$ cat src/rtl/tokenTxPkg.sv
package tokenTxPkg;

  typedef enum logic [1:0] {
    ST_IDLE      = 2'd0,
    ST_WAIT_ENQ  = 2'd1,
    ST_WAIT_DATA = 2'd2
  } txState_t;

  // strobes from control to datapath
  typedef struct packed {
    logic latchCmd;
    logic armCancel;
    logic sendFbe;
    logic sendData;
    logic passTok;
    logic doneOk;
    logic doneFail;
    logic nakInc;
    logic nakClr;
    logic timerClr;
  } txStrobes_t;

endpackage

$ cat src/rtl/tokenTxDatapath.sv
module tokenTxDatapath
  import tokenTxPkg::*;
#(
  parameter int DEST_W    = 8,
  parameter int CNT_W     = 8,
  parameter int RESP_WAIT = 64
) (
  input  logic              clk,
  input  logic              rstN,
  input  txStrobes_t        stb,
  input  logic [DEST_W-1:0] cmdDest,
  input  logic              cmdBcast,
  input  logic [CNT_W-1:0]  nakLimit,
  input  logic              irqEnable,
  output logic              txAvail,
  output logic              txAcked,
  output logic              isBcast,
  output logic              cancelArmed,
  output logic              respTimeout,
  output logic [DEST_W-1:0] frameDest,
  output logic              sendFbe,
  output logic              sendData,
  output logic              passToken,
  output logic              excNak,
  output logic              irq
);

  localparam int TMR_W = (RESP_WAIT > 2) ? $clog2(RESP_WAIT) : 1;
  localparam logic [TMR_W-1:0] TMR_LAST = TMR_W'(RESP_WAIT - 1);
  localparam logic [CNT_W-1:0] CNT_MAX = {CNT_W{1'b1}};

  logic [TMR_W-1:0] waitTimer;
  logic [CNT_W-1:0] nakCount;

  // status bits and latched command
  always_ff @(posedge clk) begin
    if (!rstN) begin
      txAvail     <= 1'b1;
      txAcked     <= 1'b0;
      isBcast     <= 1'b0;
      frameDest   <= '0;
      cancelArmed <= 1'b0;
    end else begin
      if (stb.latchCmd) begin
        txAvail   <= 1'b0;
        txAcked   <= 1'b0;
        isBcast   <= cmdBcast;
        frameDest <= cmdDest;
      end
      if (stb.doneOk || stb.doneFail) txAvail <= 1'b1;
      if (stb.doneOk) txAcked <= 1'b1;
      if (stb.armCancel) cancelArmed <= 1'b1;
      if (stb.latchCmd || stb.doneOk || stb.doneFail) cancelArmed <= 1'b0;
    end
  end

  // reply window timer, saturating at the last cycle
  always_ff @(posedge clk) begin
    if (!rstN || stb.timerClr) waitTimer <= '0;
    else if (waitTimer != TMR_LAST) waitTimer <= waitTimer + 1'b1;
  end
  assign respTimeout = (waitTimer == TMR_LAST);

  // refusal counter
  always_ff @(posedge clk) begin
    if (!rstN || stb.nakClr) nakCount <= '0;
    else if (stb.nakInc && nakCount != CNT_MAX) nakCount <= nakCount + 1'b1;
  end
  assign excNak = (nakLimit != '0) && (nakCount >= nakLimit);
  assign irq    = excNak && irqEnable;

  // registered request pulses
  always_ff @(posedge clk) begin
    if (!rstN) begin
      sendFbe   <= 1'b0;
      sendData  <= 1'b0;
      passToken <= 1'b0;
    end else begin
      sendFbe   <= stb.sendFbe;
      sendData  <= stb.sendData;
      passToken <= stb.passTok;
    end
  end

  a_r5_acked_implies_avail: assert property (@(posedge clk) disable iff (!rstN)
    txAcked |-> txAvail);
  a_r2_dest_held: assert property (@(posedge clk) disable iff (!rstN)
    (stb.latchCmd == 1'b0) |=> $stable(frameDest));
  a_r4_enquiry_only_pending: assert property (@(posedge clk) disable iff (!rstN)
    sendFbe |-> !txAvail);
  a_r11_clear_drops_flag: assert property (@(posedge clk) disable iff (!rstN)
    stb.nakClr |=> !excNak);
  a_r12_irq_masked: assert property (@(posedge clk) disable iff (!rstN)
    irq |-> (excNak && irqEnable));

endmodule

$ cat src/rtl/tokenTxControl.sv
module tokenTxControl
  import tokenTxPkg::*;
(
  input  logic       clk,
  input  logic       rstN,
  input  logic       tokenIn,
  input  logic       ackIn,
  input  logic       nakIn,
  input  logic       noiseIn,
  input  logic       cmdXmit,
  input  logic       cmdDisable,
  input  logic       txAvail,
  input  logic       isBcast,
  input  logic       cancelArmed,
  input  logic       respTimeout,
  output txStrobes_t stb
);

  txState_t state, nextState;

  always_comb begin
    stb       = '0;
    nextState = state;
    if (cmdXmit && txAvail) begin
      stb.latchCmd = 1'b1;
      stb.nakClr   = 1'b1;
    end
    if (cmdDisable && !txAvail) stb.armCancel = 1'b1;
    unique case (state)
      ST_IDLE: begin
        if (tokenIn) begin
          if (txAvail) begin
            stb.passTok = 1'b1;
          end else if (cancelArmed) begin
            stb.doneFail = 1'b1;
            stb.passTok  = 1'b1;
          end else if (isBcast) begin
            stb.sendData = 1'b1;
            stb.doneFail = 1'b1;
            stb.passTok  = 1'b1;
          end else begin
            stb.sendFbe  = 1'b1;
            stb.timerClr = 1'b1;
            nextState    = ST_WAIT_ENQ;
          end
        end
      end
      ST_WAIT_ENQ: begin
        if (ackIn) begin
          stb.sendData = 1'b1;
          stb.timerClr = 1'b1;
          stb.nakClr   = 1'b1;
          nextState    = ST_WAIT_DATA;
        end else if (nakIn) begin
          stb.passTok = 1'b1;
          stb.nakInc  = 1'b1;
          nextState   = ST_IDLE;
        end else if (noiseIn) begin
          stb.nakClr = 1'b1;
          nextState  = ST_IDLE;
        end else if (respTimeout) begin
          stb.doneFail = 1'b1;
          stb.passTok  = 1'b1;
          stb.nakClr   = 1'b1;
          nextState    = ST_IDLE;
        end
      end
      ST_WAIT_DATA: begin
        if (ackIn) begin
          stb.doneOk  = 1'b1;
          stb.passTok = 1'b1;
          nextState   = ST_IDLE;
        end else if (nakIn || noiseIn || respTimeout) begin
          stb.doneFail = 1'b1;
          stb.passTok  = 1'b1;
          nextState    = ST_IDLE;
        end
      end
      default: nextState = ST_IDLE;
    endcase
  end

  always_ff @(posedge clk) begin
    if (!rstN) state <= ST_IDLE;
    else       state <= nextState;
  end

  a_r8_nak_keeps_pending: assert property (@(posedge clk) disable iff (!rstN)
    (state == ST_WAIT_ENQ && nakIn && !ackIn) |=> !txAvail);
  a_r10_noise_holds_state: assert property (@(posedge clk) disable iff (!rstN)
    (state == ST_WAIT_ENQ && noiseIn && !ackIn && !nakIn) |=> (!txAvail && state == ST_IDLE));
  a_r3_wait_needs_pending: assert property (@(posedge clk) disable iff (!rstN)
    (state != ST_IDLE) |-> !txAvail);

endmodule

$ cat src/rtl/tokenTxSequencer.sv
module tokenTxSequencer
  import tokenTxPkg::*;
#(
  parameter int DEST_W    = 8,
  parameter int CNT_W     = 8,
  parameter int RESP_WAIT = 64
) (
  input  logic              clk,
  input  logic              rstN,
  input  logic              tokenIn,
  input  logic              ackIn,
  input  logic              nakIn,
  input  logic              noiseIn,
  input  logic              cmdXmit,
  input  logic [DEST_W-1:0] cmdDest,
  input  logic              cmdBcast,
  input  logic              cmdDisable,
  input  logic [CNT_W-1:0]  nakLimit,
  input  logic              irqEnable,
  output logic              sendFbe,
  output logic              sendData,
  output logic [DEST_W-1:0] frameDest,
  output logic              passToken,
  output logic              txAvail,
  output logic              txAcked,
  output logic              excNak,
  output logic              irq
);

  txStrobes_t stb;
  logic isBcast, cancelArmed, respTimeout;

  tokenTxControl ctrl (
    .clk, .rstN, .tokenIn, .ackIn, .nakIn, .noiseIn, .cmdXmit, .cmdDisable,
    .txAvail, .isBcast, .cancelArmed, .respTimeout, .stb
  );

  tokenTxDatapath #(.DEST_W(DEST_W), .CNT_W(CNT_W), .RESP_WAIT(RESP_WAIT)) dp (
    .clk, .rstN, .stb, .cmdDest, .cmdBcast, .nakLimit, .irqEnable,
    .txAvail, .txAcked, .isBcast, .cancelArmed, .respTimeout, .frameDest,
    .sendFbe, .sendData, .passToken, .excNak, .irq
  );

  a_r7_one_frame_kind: assert property (@(posedge clk) disable iff (!rstN)
    $onehot0({sendFbe, sendData}));

endmodule

$ cat config.mk
export PLATFORM = sky130hd
export DESIGN_NAME = tokenTxSequencer
export DESIGN_NICKNAME = d
export VERILOG_FILES = /design/src/rtl/tokenTxPkg.sv /design/src/rtl/tokenTxDatapath.sv /design/src/rtl/tokenTxControl.sv /design/src/rtl/tokenTxSequencer.sv
export SDC_FILE = /design/constraint.sdc
export NUM_CORES = 1
export LEC_CHECK = 0
export BUFFER_PORTS_ARGS = -buffer_cell sky130_fd_sc_hd__buf_2
export CORE_UTILIZATION = 54
export CTS_BUF_LIST = sky130_fd_sc_hd__clkbuf_8
export DETAILED_ROUTE_END_ITERATION = 12
export HOLD_SLACK_MARGIN = 0.03
export PLACE_DENSITY = 0.89
export SYNTH_ARGS = -nofsm -noshare
export SYNTH_HDL_FRONTEND = slang
export SYNTH_HIERARCHICAL = 1
export SYNTH_SLANG_ARGS = --single-unit
$ cat constraint.sdc
create_clock -name clk -period 2.21 [get_ports clk]
set_input_delay 0.442 -clock clk [delete_from_list [all_inputs] [get_ports clk]]
set_output_delay 0.442 -clock clk [all_outputs]
set_load 0.1 [all_outputs]
### Yosys cells after proc, flatten, opt, wreduce, memory -nomap -nowiden

Cells that the tools add are included.

| storage, ports and cells | value |
|---|---|
| register bits | 31 |
| word-level logic and storage cells | 99 |
| output and inout port bits | 15 |

| operators by class | value |
|---|---|
| reductions and logical operators | 21 |
| bitwise operators | 3 |
| order comparisons | 1 |
| add/sub/neg operators | 2 |
| eq/ne operators | 11 |
| mux-type cells | 50 |

Operators by type and width:

| operator | number |
|---|---|
| 1-bit 2-to-1 mux | 31 |
| 2-bit 2-to-1 mux | 14 |
| 8-bit by 1-bit adder with 8-bit output, second input constant | 1 |
| 8-bit greater-or-equal comparator | 1 |
| 2-bit inequality test, second input constant | 4 |
| 8-bit inequality test, second input constant | 1 |
| 8-bit nonzero test | 1 |
| 1-bit logical OR | 7 |
| 6-bit by 1-bit adder with 6-bit output, second input constant | 1 |
| 6-bit == test, second input constant | 1 |
| 6-bit inequality test, second input constant | 1 |
| 1-bit one-hot mux with 3 select lines | 2 |
| 2-bit one-hot mux with 3 select lines | 1 |
| 6-bit AND reduction | 1 |
| 1-bit logical AND | 5 |
| 5-bit by 4-bit inequality test with 1-bit output, second input constant | 1 |
| 5-bit OR reduction | 1 |
| 1-bit one-hot mux with 2 select lines | 2 |
| 2-bit OR reduction | 2 |
| 3-bit by 2-bit inequality test with 1-bit output, second input constant | 1 |
| 1-bit inverter | 3 |
| 2-bit by 1-bit == test with 1-bit output, second input constant | 1 |
| 2-bit == test, second input constant | 1 |
| 1-bit zero test | 2 |
| 2 further kinds | 2 |

### Depth between registers and ports, before layout

| logic depth | value |
|---|---|
| word-level depth | 8 |
| depth in mapped cells | 9 |

### Hierarchy

The synthesis kept the hierarchy.

By module, submodules not included:

| module | cells each | sequential area each (um^2) | area each (um^2) | times used |
|---|---|---|---|---|
| tokenTxDatapath | 150 | 580.6 | 1,373.8 | 1 |
| tokenTxControl | 37 | 40.0 | 252.7 | 1 |

### Worst setup path before layout

Ideal clock, no wire load.

| timing | value |
|---|---|
| path kind | in2out |
| start point | input port nakLimit[6] |
| end point | output port excNak |
| data required time | 1.768 ns |
| setup slack | -0.907 ns |
| arrival time | 2.675 ns |
| stages | 5 |
| buffers on the path | 0 |
| path through | inv_1 -> ha_1 -> nand4_1 -> o311a_1 -> a21oi_1 |

| on the way | value |
|---|---|
| word-level cells in the longest chain between the ends | 2 |
| elaborated cells on any way between the ends | 3 |
| those cells by class | 1 x order compare; 2 x reduce/logical |

RTL lines:

| item | line | source |
|---|---|---|
| from (decl) | tokenTxSequencer.sv:18 | `input logic [CNT_W-1:0] nakLimit,` |
| 8-bit greater-or-equal comparator / 8-bit nonzero test (equally long branches) | tokenTxDatapath.sv:69 | `assign excNak = (nakLimit != '0) && (nakCount >= nakLimit);` |
| 1-bit logical AND (*) | tokenTxDatapath.sv:69 |  |
| to (decl) | tokenTxSequencer.sv:26 | `output logic excNak,` |

Mark *: on every way between the ends. The rest lies on a longest branch, timed or not.

### Worst setup path in the final report

| timing | value |
|---|---|
| start point | register dp.nakCount[3] |
| end point | output port excNak |

| on the way | value |
|---|---|
| word-level cells in the longest chain between the ends | 2 |

RTL lines:

| item | line | source |
|---|---|---|
| from (decl) | tokenTxDatapath.sv:33 | `logic [CNT_W-1:0] nakCount;` |
| from (signal assigned) | tokenTxDatapath.sv:67 | `else if (stb.nakInc && nakCount != CNT_MAX) nakCount <= nakCount + 1'b1;` |
| 8-bit greater-or-equal comparator | tokenTxDatapath.sv:69 |  |
| 1-bit logical AND | tokenTxDatapath.sv:69 |  |

Every way passes these cells.

==> results.cfg <==
[cells_and_area]
antenna-diode-count = 0
drive_above_1_share = 0.3058
layout_commonest_cell = buf_2
fin_cells = 273
syn_to_final_growth_pct = 33.54
final_util = 0.7743
fin_nets = 277
most-common-layout-cells = 37 x buf_2, 29 x dfxtp_1, 16 x nor2_1

[floorplan]
die_y_microns = 56.89
ios = 41
die_x_microns = 56.89
die-area_sq_um = 3236
rows = 19
core_area_sq_um = 2805
start_util = 0.5798

[power]
vdd_drop_max_v = 0.0005742
leakage_nw = 0.9715
power_density_nw_per_um2 = 621.8

[synthesis]
ys_types = 40
synth.ff_latch_count = 31
syn-num-nets = 223
postSynthCellCount = 187
yosys_warnings = 6
ys.flop_type = dfxtp_1
synth-edff-count = 0
ys_seq_area_frac = 0.3815
synthArstFlopShare = 0
syn_avg_cell_area_sq_um = 8.698
synth_area_sq_um = 1627

[sta]
maxSlewViolCount = 0
post-route-period-util = 1.024
worstMarginPinSlew_ns = 0.4958
rsz0062_at_grt = yes
fin_ws_ns = -0.05250
layout_min_cycle_time_ns = 2.263
hold_viol_final = 0
fmax_mhz = 442.0
fin_skew_ns = 0.004101
slew_headroom = 0.6717
setup_violations = 2

[global_routing]
grt_max_degree = 19
grt.total_usage = 0.2767
antenna_found_initial = 0
gr-total-overflow = 0
grt_pass1_vias = 1482
grt_pass1_wl_microns = 6734

[setup_path]
worstRegToRegCells = 8
endpoint_kind = primary output
start_kind = flip-flop
r2r_slack_ns = 0.15
worstSetupPathType = reg2out
cp.required_ns = 1.77
worstPathArrival_ns = 1.82
r2r-end = dp/cancelArmed
reg2reg_from = dp/waitTimer[0]
critPathMaxFanout = 2

[placement]
hpwl_microns = 2671
io_buffers = 40
dp.cells = 265
finalWeightedCongestion = 0.7887
pre_cts_slack_ns = -0.2968

[hold_path]
holdPathStages = 3
min_to = dp/frameDest[6]
hold_path_startpoint = cmdDest[6]
hold_class = in2reg

[routing]
ant_nets = 0
first_pass_iters = 8
avgRoutedWirePerCell_microns = 15.17
routed_wirelength_microns = 4141
drcViolationCount = 2
drt-initial-drc-count = 86
routed_via_density = 5.773
vias = 1576

[job]
cap_viol_max_count = 0

[status]
status = finished with violations
violations = DRC, setup timing

[clocking]
cts_buffers = 5
htreeDepth = 2
clk_pin_slew_ns = 0.06
root_buffer = clkbuf_8
cts.sinks = 31
clock_latency_ns = 0.28
cts.path.max_buffers = 2
cts_tree = built
worst max-delay path: stages, from the launching register on:
cell and delay (ns):
dfxtp_1 0.35, ha_4 0.27, o21a_1 0.12, nor2_1 0.06, o311a_4 0.40, a21oi_4 0.15, buf_12 0.19
through the flow:
stage / instance area (sq um) / hold WS, ns / power [mW] / TNS (ns)
after floorplan: 1680 / 0.4645 / 0.7991 / -0.03492
after detailed placement: 1984 / 0.5025 / 0.8667 / -0.5887
after CTS: 2167 / 0.4085 / 1.355 / -0.07442
after global routing: 2172 / 0.4255 / 1.401 / -0.1452
after global placement: 1984 / 0.4829 / 0.8592 / -0.5133
final: 2172 / 0.4106 / 1.351 / -0.06840
repair_timing:
action	CTS	global route
buffers inserted	0	0
pin swaps	4	1
resized for setup	17	2
setup endpoints to repair	2	11
hold endpoints to repair	0	0
hold buffers	0	0
synthesized netlist by cell type (2+ instances only):
library cell / n / area [sq um]
a21o_1: 2 / 15.01
a21oi_1: 6 / 30.03
a22oi_1: 2 / 15.01
a311oi_1: 3 / 26.28
a31oi_1: 3 / 18.77
a41oi_1: 2 / 17.52
and2_1: 5 / 31.28
and2b_1: 2 / 15.01
and3_1: 3 / 18.77
buf_2: 2 / 10.01
clkbuf_1: 2 / 7.510
dfxtp_1: 31 / 620.6
ha_1: 10 / 125.1
inv_1: 14 / 52.55
mux2i_1: 11 / 110.1
nand2_1: 11 / 41.29
nand2b_1: 3 / 18.77
nand3_1: 3 / 15.01
nand4_1: 4 / 25.02
nor2_1: 18 / 67.56
nor2b_1: 13 / 81.33
nor3_1: 4 / 20.02
nor3b_1: 2 / 15.01
nor4_1: 3 / 18.77
nor4b_1: 2 / 17.52
o21a_1: 4 / 30.03
o21ai_0: 8 / 40.04
xnor2_1: 2 / 17.52
state kept, by name (all words and copies together) (netlist names):
name,count
dp/frameDest,8
dp/nakCount,8
dp/waitTimer,6
ctrl/state,2
dp/cancelArmed,1
dp/isBcast,1
dp/passToken,1
dp/sendData,1
dp/sendFbe,1
dp/txAcked,1
dp/txAvail,1
layout make-up:
| class | instances | area (sq um) |
|---|---|---|
| Timing Repair Buffer | 51 | 315.3 |
| Fill cell | 200 | 633.1 |
| Sequential cell | 31 | 623.1 |
| Inverter | 14 | 62.56 |
| Multi-Input combinational cell | 138 | 1032 |
| Tap cell | 31 | 38.79 |
| Clock buffer | 7 | 96.34 |
| Clock inverter | 1 | 3.754 |
cell families after synthesis:
| kind of cell | count (synthesis) | share of synthesized area |
|---|---|---|
| xor gates and xnor gates | 3 | 0.01616 |
| muxes | 11 | 0.06770 |
| DFF | 31 | 0.3815 |
| AOI/OAI and AO/OA | 37 | 0.1523 |
| and+or+nand+nor | 77 | 0.2623 |
| adders and majority gates | 10 | 0.07692 |
| buffers and inverters | 18 | 0.04308 |
power breakdown:
part	internal [mW]	leakage (nW)	switching, mW
combinational	0.0824	0.662	0.186
sequential	0.582	0.254	0.0187
clock	0.279	0.0557	0.202
total	0.944	0.971	0.407
how the worst max path moves through the flow:
stage,from,to,slack (ns),cells past startpoint
2_1_floorplan,nakLimit[2],excNak,-0.03,6
3_3_place_gp,nakLimit[0],irq,-0.26,7
3_5_place_dp,nakLimit[0],irq,-0.30,7
4_1_cts,dp/nakCount[0],excNak,-0.05,7
5_1_grt,dp/nakCount[0],excNak,-0.07,7
6_report,dp/nakCount[3],excNak,-0.05,6
per-layer routing:
layer | share of wire | GRT usage
met1 | 0.41 | 0.3262
met2 | 0.50 | 0.4538
met3 | 0.054 | 0.06452
met4 | 0.034 | 0.1638
met5 | 0 | 0
No activity file was read; power rests on OpenSTA's default activity.
